[src/rtl/scsi_slot_glue.sv]
module scsi_slot_glue #(
  parameter int          ROM_BYTES = 16384,
  parameter logic [7:0]  DATA_REG  = 8'h19
) (
  input  logic        clk,
  input  logic        rst,
  input  logic        host_req,
  input  logic        host_we,
  input  logic        host_word,
  input  logic [15:0] host_addr,
  input  logic [15:0] host_wdata,
  output logic [15:0] host_rdata,
  output logic        irq,
  output logic [14:0] rom_addr0,
  output logic [14:0] rom_addr1,
  input  logic [7:0]  rom_byte0,
  input  logic [7:0]  rom_byte1,
  output logic        ctl_sel,
  output logic        ctl_we,
  output logic [1:0]  ctl_port,
  output logic [7:0]  ctl_wdata,
  input  logic [7:0]  ctl_rdata,
  input  logic        ctl_data_avail,
  output logic        ctl_reset
);
  localparam logic [1:0] PORT_AUX  = 2'd0;
  localparam logic [1:0] PORT_IND  = 2'd1;
  localparam logic [1:0] PORT_DATA = 2'd2;
  localparam logic [15:0] ROM_LIMIT = 16'(ROM_BYTES);

  logic [6:0] st_q;
  logic [7:0] ptr_q;

  wire [7:0]  lo      = host_addr[7:0];
  wire        reg_hit = host_req & host_addr[15];
  wire        rd_b    = ~host_we & ~host_word;
  wire        wr_b    = host_we & ~host_word;

  wire st_rd  = rd_b & ((lo & 8'hF1) == 8'h80);
  wire dp_rd  = rd_b & ((lo & 8'hF1) == 8'h81);
  wire wst_rd = ~host_we & host_word & ((lo & 8'hF0) == 8'h80);
  wire st_wr  = reg_hit & wr_b & ((lo & 8'hF0) == 8'h80);
  wire dp_wr  = wr_b & ((lo & 8'hF1) == 8'hE1);
  wire aux_a  = ~host_word & (lo == 8'hC1);
  wire ind_a  = ~host_word & (lo == 8'hC3);

  wire data_acc = reg_hit & (dp_rd | dp_wr | wst_rd | (ind_a & (ptr_q == DATA_REG)));
  wire [7:0] st_byte = {ctl_data_avail, st_q};

  assign ctl_sel   = reg_hit & (dp_rd | dp_wr | wst_rd | aux_a | ind_a);
  assign ctl_we    = host_we;
  assign ctl_port  = aux_a ? PORT_AUX : ind_a ? PORT_IND : PORT_DATA;
  assign ctl_wdata = host_wdata[7:0];
  assign ctl_reset = ~st_q[6];
  assign irq       = st_q[3];

  wire [15:0] a0 = {1'b0, host_addr[14:0]};
  wire [15:0] a1 = a0 + 16'd1;
  assign rom_addr0 = a0[14:0];
  assign rom_addr1 = a1[14:0];
  wire [7:0] rb0 = (a0 < ROM_LIMIT) ? rom_byte0 : 8'hFF;
  wire [7:0] rb1 = (a1 < ROM_LIMIT) ? rom_byte1 : 8'hFF;

  always_comb begin
    host_rdata = 16'h0000;
    if (!host_addr[15])
      host_rdata = host_word ? {rb0, rb1} : {8'h00, rb0};
    else if (wst_rd)
      host_rdata = {st_byte, ctl_rdata};
    else if (st_rd)
      host_rdata = {8'h00, st_byte};
    else if (!host_we && (dp_rd || aux_a || ind_a))
      host_rdata = {8'h00, ctl_rdata};
  end

  always_ff @(posedge clk) begin
    if (rst) begin
      st_q  <= 7'h00;
      ptr_q <= 8'h00;
    end else begin
      if (st_wr)
        st_q <= host_wdata[6:0];
      else if (data_acc && ctl_data_avail && st_q[4])
        st_q[3] <= 1'b1;
      if (ctl_reset)
        ptr_q <= 8'h00;
      else if (reg_hit && wr_b && aux_a)
        ptr_q <= host_wdata[7:0];
    end
  end

  AST_ROM_NO_CTL: assert property (@(posedge clk) disable iff (rst)
    host_req && !host_addr[15] |-> !ctl_sel);
  AST_WORD_WRITE_QUIET: assert property (@(posedge clk) disable iff (rst)
    host_req && host_we && host_word |=> $stable(st_q));
  AST_IRQ_HOLD: assert property (@(posedge clk) disable iff (rst)
    irq && !st_wr |=> irq);
  AST_RESET_ON_CLEAR: assert property (@(posedge clk) disable iff (rst)
    st_wr && !host_wdata[6] |=> ctl_reset);
  AST_IRQ_CAUSE: assert property (@(posedge clk) disable iff (rst)
    $rose(irq) |-> $past(st_wr) || $past(data_acc && ctl_data_avail));
  AST_PTR_KEPT: assert property (@(posedge clk) disable iff (rst)
    ctl_sel && ctl_port == PORT_DATA && !ctl_reset |=> $stable(ptr_q));
endmodule

[config.mk]
export PLATFORM = sky130hd
export DESIGN_NAME = scsi_slot_glue
export DESIGN_NICKNAME = d
export VERILOG_FILES = /design/src/rtl/scsi_slot_glue.sv
export SDC_FILE = /design/constraint.sdc
export NUM_CORES = 1
export LEC_CHECK = 0
export CAP_MARGIN = 40
export CORE_MARGIN = 2
export CORE_UTILIZATION = 32
export CTS_BUF_LIST = sky130_fd_sc_hd__clkbuf_4
export CTS_CLUSTER_SIZE = 20
export DETAILED_ROUTE_END_ITERATION = 8
export PLACE_DENSITY = 0.84
export REMOVE_ABC_BUFFERS = 1
export SYNTH_ARGS = -nofsm -noshare
export SYNTH_HDL_FRONTEND = slang
export SYNTH_SLANG_ARGS = --single-unit
export TNS_END_PERCENT = 100
[constraint.sdc]
create_clock -name clk -period 2.3 [get_ports clk]
set_input_delay 0.46 -clock clk [delete_from_list [all_inputs] [get_ports clk]]
set_output_delay 0.46 -clock clk [all_outputs]
set_load 0.01 [all_outputs]
# Yosys cells after proc, flatten, opt, wreduce, memory -nomap -nowiden
# Index checks and enable logic that the tools add are counted.
# totals
in_bits	62
wordCells	57
reg_bits	15
output_inout_bits	60
# classes
magnitude_cmp	2
mux	11
eq_ne	7
n_bitwise	23
n_reduce_logical	10
add_sub_neg	1
# ops
op	count
$mux W16	3
$mux W8	4
$add A15 B1 Y16 const B	1
$eq A8 B8 Y1 const B	2
$lt A16 B15 Y1 const B	1
$and A1 B1 Y1	15
$eq A5 B5 Y1 const B	3
$lt A15 B15 Y1 const B	1
$eq A8 B5 Y1 const B	1
$logic_and A1 B1 Y1	5
$or A1 B1 Y1	5
$eq A4 B4 Y1 const B	1
$mux W2	2
$not A1 Y1	3
$logic_or A1 B1 Y1	2
$mux W1	2
$reduce_bool A2 Y1	1
$reduce_or A2 Y1	1
$logic_not A1 Y1	1

# Longest topological paths before layout
# logic_depth
depth_word	11
depth_mapped	7

# Worst setup path before layout
# No wires, ideal clock.
# synth_timing
path_kind	input -> output
from	in host_addr[0]
to	out host_rdata[0]
t_required_ns	1.840
arrival_ns	1.992
slack_ns	-0.152
path_stages	5
path_cell_list	ha_1 > nand4_1 > or4b_1 > mux2i_1 > o211ai_1
# synth_between
elab_chain_len	9
elab_cells_between_ends	21
# synth_lines
item	line	rtl
start: declaration	10	input logic [15:0] host_addr,
parallel branches: the longest is 8 deep, another holds $add A15 B1 Y16	n/a	
$mux W16 (*)	66	if (!host_addr[15])
end: declaration	12	output logic [15:0] host_rdata,
# Every way passes the cells marked *.

# Worst setup path in the final report
# layout_timing
from	in host_addr[1]
to	out host_rdata[6]
# layout_between
elab_chain_len	9
elab_cells_between_ends	17
# layout_lines
item	line
parallel branches: the longest is 8 deep, another holds $add A15 B1 Y16	n/a
$mux W16 (*)	66
# Marked as above.

==> results.cfg <==
[sta]
whs_ns = 0.501
drv_slew = 0
finalSetupViolCount = 9
post-route-period-util = 1.12
setup_ws_ns = -0.265
worstMarginPinSlew_ns = 0.396
max_freq_ghz = 0.390
final_hold_viol_count = 0
fin_setup_tns_ns = -1.81
slew_headroom = 0.735
clock_skew_ns = 0.00510
fin_crit_ns = 2.56
rsz0062_at_grt = true

[floorplanning]
core_area_sq_um = 4820
die_area_sq_um = 5690
die_h_um = 75.4
die_w_um = 75.4
num_rows = 25
start_util = 0.339
io_pins = 122

[critical_path]
r2r_slack_ns = 0.66
critPathSlowestCell = or4b_4
critPathTopFamily = simple AND/OR/NAND/NOR gates
path_cells = buf_8, ha_4, nand4_1, or4b_4, mux2i_4, buf_6, o211ai_1, buf_2
crit_buf_inv = 3
end_kind = output pin
critPathLaunchType = input pin
crit_start = host_addr[1]
worst_ep_required_time_ns = 1.84
slowest_delay_ns = 0.59
r2r-start = ptr_q[1]
r2r_end = st_q[3]
path_class = input pin to output pin
arrival_ns = 2.10
crit_fanout = 3
r2r_cells = 4

[drt]
drt-total-wl_mm = 6.25
ant_nets = 0
viasPerCell = 4.93
drt-wirelength-per-cell_um = 14.7
vias = 2090
post-route-drc-count = 0
drt_iter0_drc = 141
firstDrtPassIters = 4

[hold_path]
hold_end = ptr_q[2]
min_from = ptr_q[2]
holdPathStages = 2
hold_path.class = flip-flop to flip-flop

[clock_tree]
clock_latency_ns = 0.29
clock_path_buffers = 2
ctsHtreeMaxLevel = 1
cts_tree = done
cts_buffers = 3
cts-root-buf = clkbuf_4
clkTransAtPathRegs_ns = 0.08
cts.sinks = 15

[synth]
synth-edff-count = 0
synthArstFlopShare = 0
yosys_register_bits = 15
ys_seq_area_frac = 0.184
syn_area_sq_um = 1630
syn_area_per_cell_sq_um = 7.52
synth.largest_area_cell = dfxtp_1
synth_area_leaders = dfxtp_1 18%, buf_4 11%, mux2i_1 9.8%
synth_top_area_frac = 0.184
ys_warn_count = 0
synthCells = 217
ys.flop_type = dfxtp_1
synthDistinctLibCells = 43

[global_route]
grt_pass1_vias = 2004
grt_use_total = 0.213
grt_max_degree = 10
grt-ovfl-total = 0
antenna_found_initial = 0
grt_pass1_wl_mm = 9.44

[run_status]
violations = negative setup slack
status = complete, but fails checks

[final_layout]
area_growth_pct = 87.7
nNetsFinal = 422
drive_gt1_frac = 0.333
antenna_cells = 0
multiInputGateArea_sq_um = 1130
seqCellArea_sq_um = 300
fillerInstances = 424

[job]
max-cap-violations = 0

[pwr]
powerDensity_nw_per_um2 = 270
power_mw = 0.826
irDropWorstVdd_mv = 0.308
leakagePower_nw = 1.35

[placement]
gp_congestion = 0.922
port-buffer-count = 113
dpl.hpwl_mm = 4.86
[cell usage in the layout (no fill, tap or decap), drive strengths merged, types with 8 or more instances in the layout]
cell type	synthesis	final
buf	30	84
clkdlybuf4s50	0	64
nor2	27	27
inv	16	16
mux2i	16	16
o21ai	16	16
dfxtp	15	15
nand2	13	13
xnor2	9	9
o211ai	9	9
clkdlybuf4s15	0	9
o21bai	8	8
[power breakdown]
part / total, mW / leakage, nW / switching [mW] / internal, mW
Sequential: 0.260 / 0.121 / 0.000297 / 0.260
Combinational: 0.406 / 1.21 / 0.170 / 0.236
Clock: 0.161 / 0.0184 / 0.0813 / 0.0793
Total: 0.826 / 1.35 / 0.251 / 0.575
[how the worst max path moves through the flow]
stage,end,cells after the start
after global routing,host_rdata[6],8
after global placement,host_rdata[5],8
final,host_rdata[6],8
after detailed placement,host_rdata[6],8
after floorplan,host_rdata[0],5
after CTS,host_rdata[6],8
[cells by family (layout without fill, tap and decap cells)]
family / after synthesis / after routing / share of synthesized area
buffers and inverters: 49 / 189 / 0.176
AO/OA/AOI/OAI: 47 / 47 / 0.204
flip-flops: 15 / 15 / 0.184
AND/OR/NAND/NOR: 75 / 75 / 0.253
multiplexers: 16 / 16 / 0.0981
adder cells (fa/ha/maj): 2 / 2 / 0.0153
XOR/XNOR: 13 / 13 / 0.0697
[worst reg2reg max path: stages (launching register included)]
cell and delay (ns):
dfxtp_1 0.32, or4b_2 0.66, nor4_1 0.23, a311oi_1 0.14
a211oi_1 0.22
[what timing repair did]
action,CTS,global route
hold buffers,0,0
buffers inserted,4,3
resized for setup,162,40
pin swaps,16,13
setup endpoints to repair,41,26
gates cloned,0,0
[metal layers]
layer	vias to the layer above	track usage	wire length [um]	part of all wire
met3	9	0.0397	394	0.063
met2	67	0.377	3140	0.50
met1	979	0.266	2610	0.42
met5	-	0	0	0
met4	0	0.0526	97	0.016
li1	1035	-	-	-
[registers in the layout, indices dropped and copies added (netlist names)]
name and flops:
ptr_q 8, st_q 7
[final cells by class]
type,count,share of cell area
Clock buffer,4,0.00980
Inverter,16,0.0196
Multi-Input combinational cell,153,0.369
Sequential cell,15,0.0980
Tap cell,67,0.0274
Timing Repair Buffer,169,0.476
[Yosys cell counts (2+ instances only)]
library cell  count
nor3_1            3
o211ai_1          9
buf_4            25
nand3_1           6
and4_1            2
nand2b_1          4
nand4_1           5
nor2_1           27
buf_2             2
xor2_1            4
nor4_1            2
xnor2_1           9
clkbuf_1          3
dfxtp_1          15
nand2_1          13
buf_1             2
mux2i_1          16
o21bai_1          8
inv_1            16
o21ai_0          16
ha_1              2
o2bb2a_1          7
[through the flow]
step           worst slack [ns]  area [sq um]  utilization  cells
2_1_floorplan            -0.152          1410            -    184
3_3_place_gp              -1.09          3000        0.623    413
3_5_place_dp              -1.14          3000        0.623    413
4_1_cts                  -0.249          2990        0.621    421
5_1_grt                  -0.303          3060        0.636    424
6_report                 -0.265          3060        0.636    424
Note: power is estimated with default switching activity, not from simulation.
